**config.mk**
```make
export PLATFORM = sky130hd
export DESIGN_NAME = bc_reply_check
export DESIGN_NICKNAME = d
export VERILOG_FILES = /design/src/rtl/bcrc_pkg.sv /design/src/rtl/bcrc_word_check.sv /design/src/rtl/bcrc_quiet_timer.sv /design/src/rtl/bc_reply_check.sv
export SDC_FILE = /design/constraint.sdc
export NUM_CORES = 1
export LEC_CHECK = 0
export ABC_CLOCK_PERIOD_IN_PS = 4730
export BUFFER_PORTS_ARGS = -buffer_cell sky130_fd_sc_hd__buf_2
export CAP_MARGIN = 40
export CORE_ASPECT_RATIO = 1.2
export CORE_MARGIN = 4
export CORE_UTILIZATION = 50
export DETAILED_ROUTE_END_ITERATION = 8
export PLACE_DENSITY = 0.75
export SLEW_MARGIN = 0
export SYNTH_ARGS = -nofsm -noshare
export SYNTH_HDL_FRONTEND = slang
export SYNTH_HIERARCHICAL = 1
export SYNTH_SLANG_ARGS = --single-unit
```
**constraint.sdc**
```tcl
create_clock -name clk -period 4.73 [get_ports clk]
set_clock_uncertainty 0.2 [all_clocks]
set_input_delay 1.419 -clock clk [delete_from_list [all_inputs] [get_ports clk]]
set_output_delay 1.419 -clock clk [all_outputs]
set_load 0.05 [all_outputs]
```
**src/rtl/bcrc_pkg.sv**
```systemverilog
package bcrc_pkg;
   localparam int ERR_W    = 7;
   localparam int E_NORESP = 0;
   localparam int E_SYNC   = 1;
   localparam int E_ENC    = 2;
   localparam int E_PAR    = 3;
   localparam int E_COUNT  = 4;
   localparam int E_ADDR   = 5;
   localparam int E_GAP    = 6;

   typedef enum logic [1:0] {
      KIND_STAT  = 2'd0,
      KIND_DATA  = 2'd1,
      KIND_T2T   = 2'd2,
      KIND_RSVD  = 2'd3
   } kind_e;

   typedef enum logic [2:0] {
      ST_IDLE       = 3'd0,
      ST_STAT_FIRST = 3'd1,
      ST_DATA       = 3'd2,
      ST_STAT_LAST  = 3'd3,
      ST_QUIET      = 3'd4,
      ST_DONE       = 3'd5
   } state_e;
endpackage

```
**src/rtl/bcrc_word_check.sv**
```systemverilog
module bcrc_word_check
   import bcrc_pkg::*;
#(
   parameter int AW         = 5,
   parameter bit ADDR_CHECK = 1'b1
) (
   input  logic             want_status,
   input  logic [AW-1:0]    exp_addr,
   input  logic [AW-1:0]    word_addr,
   input  logic             is_cmd,
   input  logic             par_ok,
   input  logic             enc_ok,
   input  logic             gap,
   output logic [ERR_W-1:0] werr
);
   logic addr_bad;

   generate
      if (ADDR_CHECK) begin : g_addr
         assign addr_bad = want_status && is_cmd && par_ok && enc_ok &&
                           (word_addr != exp_addr);
      end else begin : g_no_addr
         assign addr_bad = 1'b0;
      end
   endgenerate

   always_comb begin
      werr           = '0;
      werr[E_SYNC]   = (is_cmd != want_status);
      werr[E_ENC]    = !enc_ok;
      werr[E_PAR]    = !par_ok;
      werr[E_GAP]    = gap;
      werr[E_ADDR]   = addr_bad;
   end
endmodule

```
**src/rtl/bcrc_quiet_timer.sv**
```systemverilog
module bcrc_quiet_timer #(
   parameter int QUIET_CYC = 8
) (
   input  logic clk,
   input  logic rst_n,
   input  logic run,
   output logic expired
);
   generate
      if (QUIET_CYC <= 1) begin : g_short
         assign expired = run;
      end else begin : g_count
         localparam int TW = $clog2(QUIET_CYC);
         logic [TW-1:0] cnt_q;

         always_ff @(posedge clk) begin
            if (!rst_n || !run) begin
               cnt_q <= '0;
            end else begin
               cnt_q <= cnt_q + 1'b1;
            end
         end

         assign expired = run && (cnt_q == TW'(QUIET_CYC - 1));
      end
   endgenerate
endmodule

```
**src/rtl/bc_reply_check.sv**
```systemverilog
module bc_reply_check
   import bcrc_pkg::*;
#(
   parameter int DW         = 16,
   parameter int AW         = 5,
   parameter int MAX_WORDS  = 32,
   parameter int CNT_W      = $clog2(MAX_WORDS + 1),
   parameter int QUIET_CYC  = 8,
   parameter bit ADDR_CHECK = 1'b1
) (
   input  logic             clk,
   input  logic             rst_n,
   input  logic             start,
   input  logic [1:0]       cmd_kind,
   input  logic [CNT_W-1:0] exp_words,
   input  logic [AW-1:0]    rt_addr,
   input  logic [AW-1:0]    tx_rt_addr,
   input  logic             wd_valid,
   input  logic             wd_is_cmd,
   input  logic             wd_par_ok,
   input  logic             wd_enc_ok,
   input  logic             wd_gap,
   input  logic [DW-1:0]    wd_data,
   input  logic             resp_timeout,
   output logic             msg_valid,
   output logic             msg_error,
   output logic [6:0]       err_bits,
   output logic [DW-1:0]    stat1,
   output logic [DW-1:0]    stat2,
   output logic             rx_push,
   output logic [DW-1:0]    rx_data,
   output logic             busy
);
   generate
      if (DW < AW + 1) begin : g_bad_width
         initial $fatal(1, "word width too small for address field");
      end
      if (CNT_W < $clog2(MAX_WORDS + 1)) begin : g_bad_count
         initial $fatal(1, "count width too small for MAX_WORDS");
      end
      if (ERR_W != 7) begin : g_bad_err
         initial $fatal(1, "cause register width mismatch");
      end
   endgenerate

   state_e           state_q;
   kind_e            kind_q;
   logic [CNT_W-1:0] need_q;
   logic [CNT_W-1:0] cnt_q;
   logic [AW-1:0]    addr_q;
   logic [AW-1:0]    txaddr_q;

   logic             want_status;
   logic [AW-1:0]    exp_addr;
   logic [ERR_W-1:0] werr;
   logic             word_bad;
   logic             quiet_done;
   logic [CNT_W-1:0] cnt_next;

   assign want_status = (state_q == ST_STAT_FIRST) || (state_q == ST_STAT_LAST);
   assign exp_addr    = ((state_q == ST_STAT_FIRST) && (kind_q == KIND_T2T)) ?
                        txaddr_q : addr_q;
   assign word_bad    = |werr;
   assign cnt_next    = cnt_q + 1'b1;

   bcrc_word_check #(
      .AW         (AW),
      .ADDR_CHECK (ADDR_CHECK)
   ) u_word (
      .want_status (want_status),
      .exp_addr    (exp_addr),
      .word_addr   (wd_data[DW-1 -: AW]),
      .is_cmd      (wd_is_cmd),
      .par_ok      (wd_par_ok),
      .enc_ok      (wd_enc_ok),
      .gap         (wd_gap),
      .werr        (werr)
   );

   bcrc_quiet_timer #(
      .QUIET_CYC (QUIET_CYC)
   ) u_quiet (
      .clk     (clk),
      .rst_n   (rst_n),
      .run     (state_q == ST_QUIET),
      .expired (quiet_done)
   );

   always_ff @(posedge clk) begin
      if (!rst_n) begin
         state_q   <= ST_IDLE;
         kind_q    <= KIND_STAT;
         need_q    <= '0;
         cnt_q     <= '0;
         addr_q    <= '0;
         txaddr_q  <= '0;
         msg_valid <= 1'b0;
         msg_error <= 1'b0;
         err_bits  <= '0;
         stat1     <= '0;
         stat2     <= '0;
         rx_push   <= 1'b0;
         rx_data   <= '0;
      end else begin
         rx_push <= 1'b0;
         if (start) begin
            state_q   <= ST_STAT_FIRST;
            kind_q    <= kind_e'(cmd_kind);
            need_q    <= exp_words;
            cnt_q     <= '0;
            addr_q    <= rt_addr;
            txaddr_q  <= tx_rt_addr;
            msg_valid <= 1'b0;
            msg_error <= 1'b0;
            err_bits  <= '0;
         end else begin
            case (state_q)
               ST_STAT_FIRST, ST_STAT_LAST: begin
                  if (wd_valid) begin
                     if (word_bad) begin
                        err_bits  <= err_bits | werr;
                        msg_error <= 1'b1;
                        state_q   <= ST_DONE;
                     end else if (state_q == ST_STAT_LAST) begin
                        stat1   <= wd_data;
                        state_q <= ST_QUIET;
                     end else begin
                        if (kind_q == KIND_T2T) begin
                           stat2 <= wd_data;
                        end else begin
                           stat1 <= wd_data;
                        end
                        cnt_q <= '0;
                        if (kind_q == KIND_DATA || kind_q == KIND_T2T) begin
                           if (need_q != '0) begin
                              state_q <= ST_DATA;
                           end else if (kind_q == KIND_T2T) begin
                              state_q <= ST_STAT_LAST;
                           end else begin
                              state_q <= ST_QUIET;
                           end
                        end else begin
                           state_q <= ST_QUIET;
                        end
                     end
                  end else if (resp_timeout) begin
                     err_bits[E_NORESP] <= 1'b1;
                     msg_error          <= 1'b1;
                     state_q            <= ST_DONE;
                  end
               end
               ST_DATA: begin
                  if (wd_valid) begin
                     if (word_bad) begin
                        err_bits  <= err_bits | werr;
                        msg_error <= 1'b1;
                        state_q   <= ST_DONE;
                     end else begin
                        rx_push <= 1'b1;
                        rx_data <= wd_data;
                        cnt_q   <= cnt_next;
                        if (cnt_next == need_q) begin
                           state_q <= (kind_q == KIND_T2T) ? ST_STAT_LAST : ST_QUIET;
                        end
                     end
                  end else if (resp_timeout) begin
                     err_bits[E_COUNT] <= 1'b1;
                     msg_error         <= 1'b1;
                     state_q           <= ST_DONE;
                  end
               end
               ST_QUIET: begin
                  if (wd_valid) begin
                     err_bits[E_COUNT] <= 1'b1;
                     msg_error         <= 1'b1;
                     state_q           <= ST_DONE;
                  end else if (quiet_done) begin
                     msg_valid <= 1'b1;
                     state_q   <= ST_DONE;
                  end
               end
               ST_DONE: begin
                  if (wd_valid && msg_valid) begin
                     msg_valid         <= 1'b0;
                     msg_error         <= 1'b1;
                     err_bits[E_COUNT] <= 1'b1;
                  end
               end
               default: begin
               end
            endcase
         end
      end
   end

   assign busy = (state_q != ST_IDLE) && (state_q != ST_DONE);
endmodule

```
# After elaboration in Yosys (flattened, before gate mapping)
# Cells that the tools add are included.
# W data, S select, Z words.
[classes] addsub=2 n_eq_ne=30 muxes=43 n_bitwise=7 n_reduce_logical=39
[op_table] cell="$mux W3" count=12
[op_table] cell="$mux W6" count=6
[op_table] cell="$mux W16" count=2
[op_table] cell="$ne A2 B2 Y1 const B" count=10
[op_table] cell="$reduce_and A5 Y1" count=3
[op_table] cell="$mux W1" count=12
[op_table] cell="$ne A3 B3 Y1 const B" count=4
[op_table] cell="$pmux W6 S2" count=1
[op_table] cell="$reduce_and A3 Y1" count=4
[op_table] cell="$reduce_and A6 Y1" count=2
[op_table] cell="$eq A3 B3 Y1 const B" count=3
[op_table] cell="$pmux W3 S3" count=1
[op_table] cell="$reduce_bool A3 Y1" count=3
[op_table] cell="$logic_and A1 B1 Y1" count=8
[op_table] cell="$ne A4 B4 Y1 const B" count=2
[op_table] cell="$pmux W4 S2" count=1
[op_table] cell="$reduce_and A4 Y1" count=2
[op_table] cell="$reduce_bool A4 Y1" count=2
[op_table] cell="$mux W7" count=1
[op_table] cell="$or A7 B7 Y7" count=1
[op_table] cell="$add A6 B1 Y6 const B" count=1
[op_table] cell="$eq A3 B2 Y1 const B" count=2
[op_table] cell="$eq A6 B6 Y1" count=1
[op_table] cell="$not A1 Y1" count=6
[op_table] cell="other kinds (24)" count=31
[totals] ff_bits=88 in_bits=43 output_inout_bits=59 word_cells=138

# Logic depth before layout (Yosys ltp)
[logic_depth] word_depth=11 ltp_mapped=16 mapped_depth_nobuf=13

# Cells and area by module
# Netlist, hierarchy kept.
[modules_own_cells] mod="bc_reply_check" n_inst=1 cells_each=397 area_per_inst_um2=3737.3 seq_area_each_um2=1701.6
[modules_own_cells] mod="bcrc_quiet_timer" n_inst=1 cells_each=9 area_per_inst_um2=113.9 seq_area_each_um2=60.1
[modules_own_cells] mod="bcrc_word_check" n_inst=1 cells_each=16 area_per_inst_um2=113.9 seq_area_each_um2=0.0

# Worst setup path before layout
# OpenSTA, ideal clock, no wires.
[synth_timing] path_type="in2reg" startpoint="in wd_data[12]" endpoint="reg cnt_q[4]" setup_ns=0.071 arrival_time_ns=3.496 required_ns=4.459 setup_slack_ns=0.963 cell_stages=9 path_buffers=2 cell_sequence="xor2_1 nor3_1 a31oi_1 buf_4 or4_4 or4_1 buf_6 or3_1 a21oi_1"
[synth_via] elab_chain_cells=5 word_cells_on_any_way=6 classes_between="eq/ne (3); reduce/logical (3)"
[synth_lines] item="start: declaration" line_no="bc_reply_check.sv:23" rtl="input logic [DW-1:0] wd_data,"
[synth_lines] item="$ne A5 B5 Y1 *" line_no="bcrc_word_check.sv:21" rtl="(word_addr != exp_addr);"
[synth_lines] item="$logic_and A1 B1 Y1 *" line_no="bcrc_word_check.sv:20" rtl="assign addr_bad = want_status && is_cmd && par_ok && enc_ok &&"
[synth_lines] item="net u_word.addr_bad" line_no="bcrc_word_check.sv:16" rtl="logic addr_bad;"
[synth_lines] item="$reduce_or A5 Y1 *" line_no="bc_reply_check.sv:63" rtl="assign word_bad = |werr;"
[synth_lines] item="$ne A2 B2 Y1 (no source line)"
[synth_lines] item="$reduce_and A6 Y1 (no source line) *"
[synth_lines] item="end signal: assignment" line_no="bc_reply_check.sv:161" rtl="cnt_q <= cnt_next;"
[synth_lines] item="end: declaration" line_no="bc_reply_check.sv:49" rtl="logic [CNT_W-1:0] cnt_q;"
# Mark *: on every way through the listed nets, which the timed path passes. The rest lies on a longest branch.
# A chain may end at the register's enable or synchronous reset.

# Worst setup path in the final report
[layout_timing] startpoint="reg kind_q[0]" endpoint="reg rx_data[1]"
[layout_via] elab_chain_cells=8
[layout_lines] item="start: declaration" line_no="bc_reply_check.sv:47" rtl="kind_e kind_q;"
[layout_lines] item="start signal: assignment" line_no="bc_reply_check.sv:108" rtl="kind_q <= kind_e'(cmd_kind);"
[layout_lines] item="$eq A2 B2 Y1" line_no="bc_reply_check.sv:61" rtl="assign exp_addr = ((state_q == ST_STAT_FIRST) && (kind_q == KIND_T2T)) ?"
[layout_lines] item="$logic_and A1 B1 Y1" line_no="bc_reply_check.sv:61"
[layout_lines] item="$mux W5" line_no="bc_reply_check.sv:61"
[layout_lines] item="net exp_addr[3]" line_no="bc_reply_check.sv:54" rtl="logic [AW-1:0] exp_addr;"
[layout_lines] item="$ne A5 B5 Y1" line_no="bcrc_word_check.sv:21"
[layout_lines] item="$logic_and A1 B1 Y1" line_no="bcrc_word_check.sv:20"
[layout_lines] item="net werr[5]" line_no="bc_reply_check.sv:55" rtl="logic [ERR_W-1:0] werr;"
[layout_lines] item="$reduce_or A5 Y1" line_no="bc_reply_check.sv:63"
[layout_lines] item="$not A1 Y1 (no source line)"
[layout_lines] item="$reduce_and A4 Y1 (no source line)"
[layout_lines] item="end signal: assignment" line_no="bc_reply_check.sv:160" rtl="rx_data <= wd_data;"
[layout_lines] item="end: declaration" line_no="bc_reply_check.sv:31" rtl="output logic [DW-1:0] rx_data,"
# The timed path passes the listed nets, and every way through them passes these cells.

==> impl_metrics.ini <==
[logic_synthesis]
ys_seq_elements = 88
ys_warn_count = 6
synth_area_um2 = 3970
postSynth.asyncResetShare = 0
syn_area_per_cell_um2 = 9.40
synth_edf_count = 0
synth.distinct_cells = 53
ys_seq_area_frac = 0.444
synth_cells = 422
ys.flop_type = dfxtp_1

[cts]
cts_root_buffer = clkbuf_8
cts_buffer_depth = 2
htreeDepth = 3
cts_hold_buf = 0
clk_pin_slew_ns = 0.09
cts_tree = yes
cts_resized = 0
cts.sinks = 88
clk_latency_ns = 0.36
cts_buffers = 9
cts_post_setup_buffers_inserted = 0

[timing]
maxSlewHeadroom = 0.511
fin_ws_ns = 0.450
drv_slew = 0
post-route-period-util = 0.905
max_freq_mhz = 234
worst_pin_slew_ns = 0.733
fin_crit_ns = 4.28
setup_viol = 0
setup_tns_ns = 0
whs_ns = 0.252
rsz0062_at_grt = false
hold_viol_final = 0

[critical_path]
critPathArrivalTime_ns = 4.33
rr_worst_depth = 13
path_class = reg -> reg
critPathLaunchType = flop
crit_fanout = 16
cp.required_ns = 4.78
end_kind = flop

[drt]
drtIter0Drc = 129
top_layer_used = met4
drtAntennaViolNets = 0
met3_length_um = 707
wl_mm = 9.14
routed_via_density = 5.24
post_drt_wl_per_cell_um = 15.0
drt_pass1_iterations = 5
wl_met2_mm = 4.34
drc = 0
vias = 3193
drt-met1-wl_mm = 3.95

[pwr]
p_int_mw = 1.13
switchingPower_mw = 0.397
switching_share = 0.260
pwr-share-seq = 0.500
p_per_area_nw_per_um2 = 324
ir_drop_uv = 228
clkPwrFrac = 0.374
finalPower_mw = 1.53
leakage_nw = 2.26
p_comb_frac = 0.125

[layout]
drive_gt1_frac = 0.259
final_cell_area_um2 = 4720
filler_cell_count = 674
instances_no_fill = 609
synthToLayoutAreaGrowth_pct = 18.9
n_antenna_cell = 0
post-route-util = 0.612
fin_nets = 561

[placed_design]
place_ws_ns = 0.500
dp_hpwl_mm = 6.63
place_inst = 594
gp_congestion = 0.843
io_buffers = 101
dpl_cell_area_um2 = 4500

[hold_path]
min_path_type = reg -> reg
whs_path_depth = 2

[status]
outcome = finished clean

[global_routing]
globalRouteTotalUtil = 0.205
antenna_found_initial = 0
grt_pass1_vias = 3184
grt_pass1_wl_mm = 15.3
overflow = 0
grt_max_degree = 72

[die]
dieArea_um2 = 9420
num_rows = 35
ios = 102
die_y_um = 106
core_region_area_um2 = 7710
start_util = 0.514
fp.dieW_um = 89.3

[flow_run]
maxCapViolCount = 0
==> placed cells by master, fill, tap and decap left out, drive strengths merged, types with 2 or more instances in the layout <==
cell      Yosys  final
nand2b        6      6
or3           2      2
mux2          7      7
bufinv        0      2
nor2b        51     51
inv           9     11
xor2          6      6
nand2        38     38
dfxtp        88     88
a21oi        15     15
a211oi        4      4
nor2         30     30
ha            5      5
nand3         5      5
and2          2      2
nor3          5      5
a32o          2      2
o21ai        11     11
xnor2         9      9
clkinvlp      0      2
conb          1      2
clkbuf       15      9
a21boi       16     16
nor4          5      5
nand4         2      2
mux2i        51     51
and3          3      3
or4           2      2
buf          13    107
a31oi         3      3
==> flip-flops by register name, indices dropped and copies added (netlist names) <==
signal / flops
addr_q: 5
cnt_q: 6
err_bits: 7
kind_q: 2
msg_error: 1
msg_valid: 1
need_q: 6
rx_data: 16
rx_push: 1
stat1: 16
stat2: 16
state_q: 3
txaddr_q: 5
u_quiet/g_count.cnt_q: 3
==> critical path: stages (launching register included) <==
cell and delay [ns]:
dfxtp_1 0.32, inv_1 0.05, ha_1 0.24, nand2b_1 0.13, nor2_1 0.42, mux2_2 0.42
xor2_1 0.16, nor3_1 0.22, a31oi_1 0.14, or4_4 0.47, nor4_2 0.60, nand2b_1 0.52
nand2_1 0.18, a21boi_0 0.09
==> synthesized netlist by cell type (7+ instances only) <==
cell type,count,area [um^2]
dfxtp_1,88,1760
mux2i_1,51,510
nor2b_1,51,319
nand2_1,38,143
nor2_1,29,109
a21oi_1,15,75.1
clkbuf_1,15,56.3
o21ai_0,11,55.1
a21boi_1,10,75.1
inv_1,9,33.8
xnor2_1,9,78.8
mux2_2,7,78.8
==> cells by family (layout without fill, tap and decap cells) <==
logic type	after synthesis	after routing	share of synthesized area
xor gates and xnor gates	15	15	0.0331
and+or+nand+nor	156	156	0.212
muxes	58	58	0.149
adders and majority gates	5	5	0.0158
other	1	2	0.000946
DFF	88	88	0.444
buffers and inverters	37	131	0.0426
AOI/OAI and AO/OA	62	62	0.103
==> per-layer routing <==
layer / vias to the layer above / global-route usage
li1: 1611 / -
met3: 15 / 0.0735
met4: 0 / 0.0713
met1: 1485 / 0.259
met5: - / 0
met2: 82 / 0.319
==> final timing paths <==
path / slack [ns] / to / start
worst max-delay path: 0.45 / rx_data[1] / kind_q[0]
worst min-delay path: 0.25 / msg_error / msg_error
worst max register to register: 0.45 / rx_data[1] / kind_q[0]
worst min register to register: 0.25 / msg_error / msg_error
==> power groups by stage <==
stage / logic [mW] / clock network, mW / registers (mW)
floorplan: 0.127 / 0 / 0.793
global placement: 0.187 / 0 / 0.782
detailed placement: 0.191 / 0 / 0.783
CTS: 0.192 / 0.588 / 0.765
global route: 0.214 / 0.622 / 0.768
finish: 0.192 / 0.572 / 0.765
==> final cells by class <==
cell class | instances | area, um^2 | share of cell area
clock buffers | 9 | 124 | 0.0263
clock inverters | 6 | 92.6 | 0.0196
inverters | 9 | 33.8 | 0.00716
multi-input cells | 298 | 2040 | 0.432
flip-flops and latches | 88 | 1760 | 0.374
well taps | 92 | 115 | 0.0244
repair buffers | 107 | 551 | 0.117
Note: power is estimated with default switching activity, not from simulation.
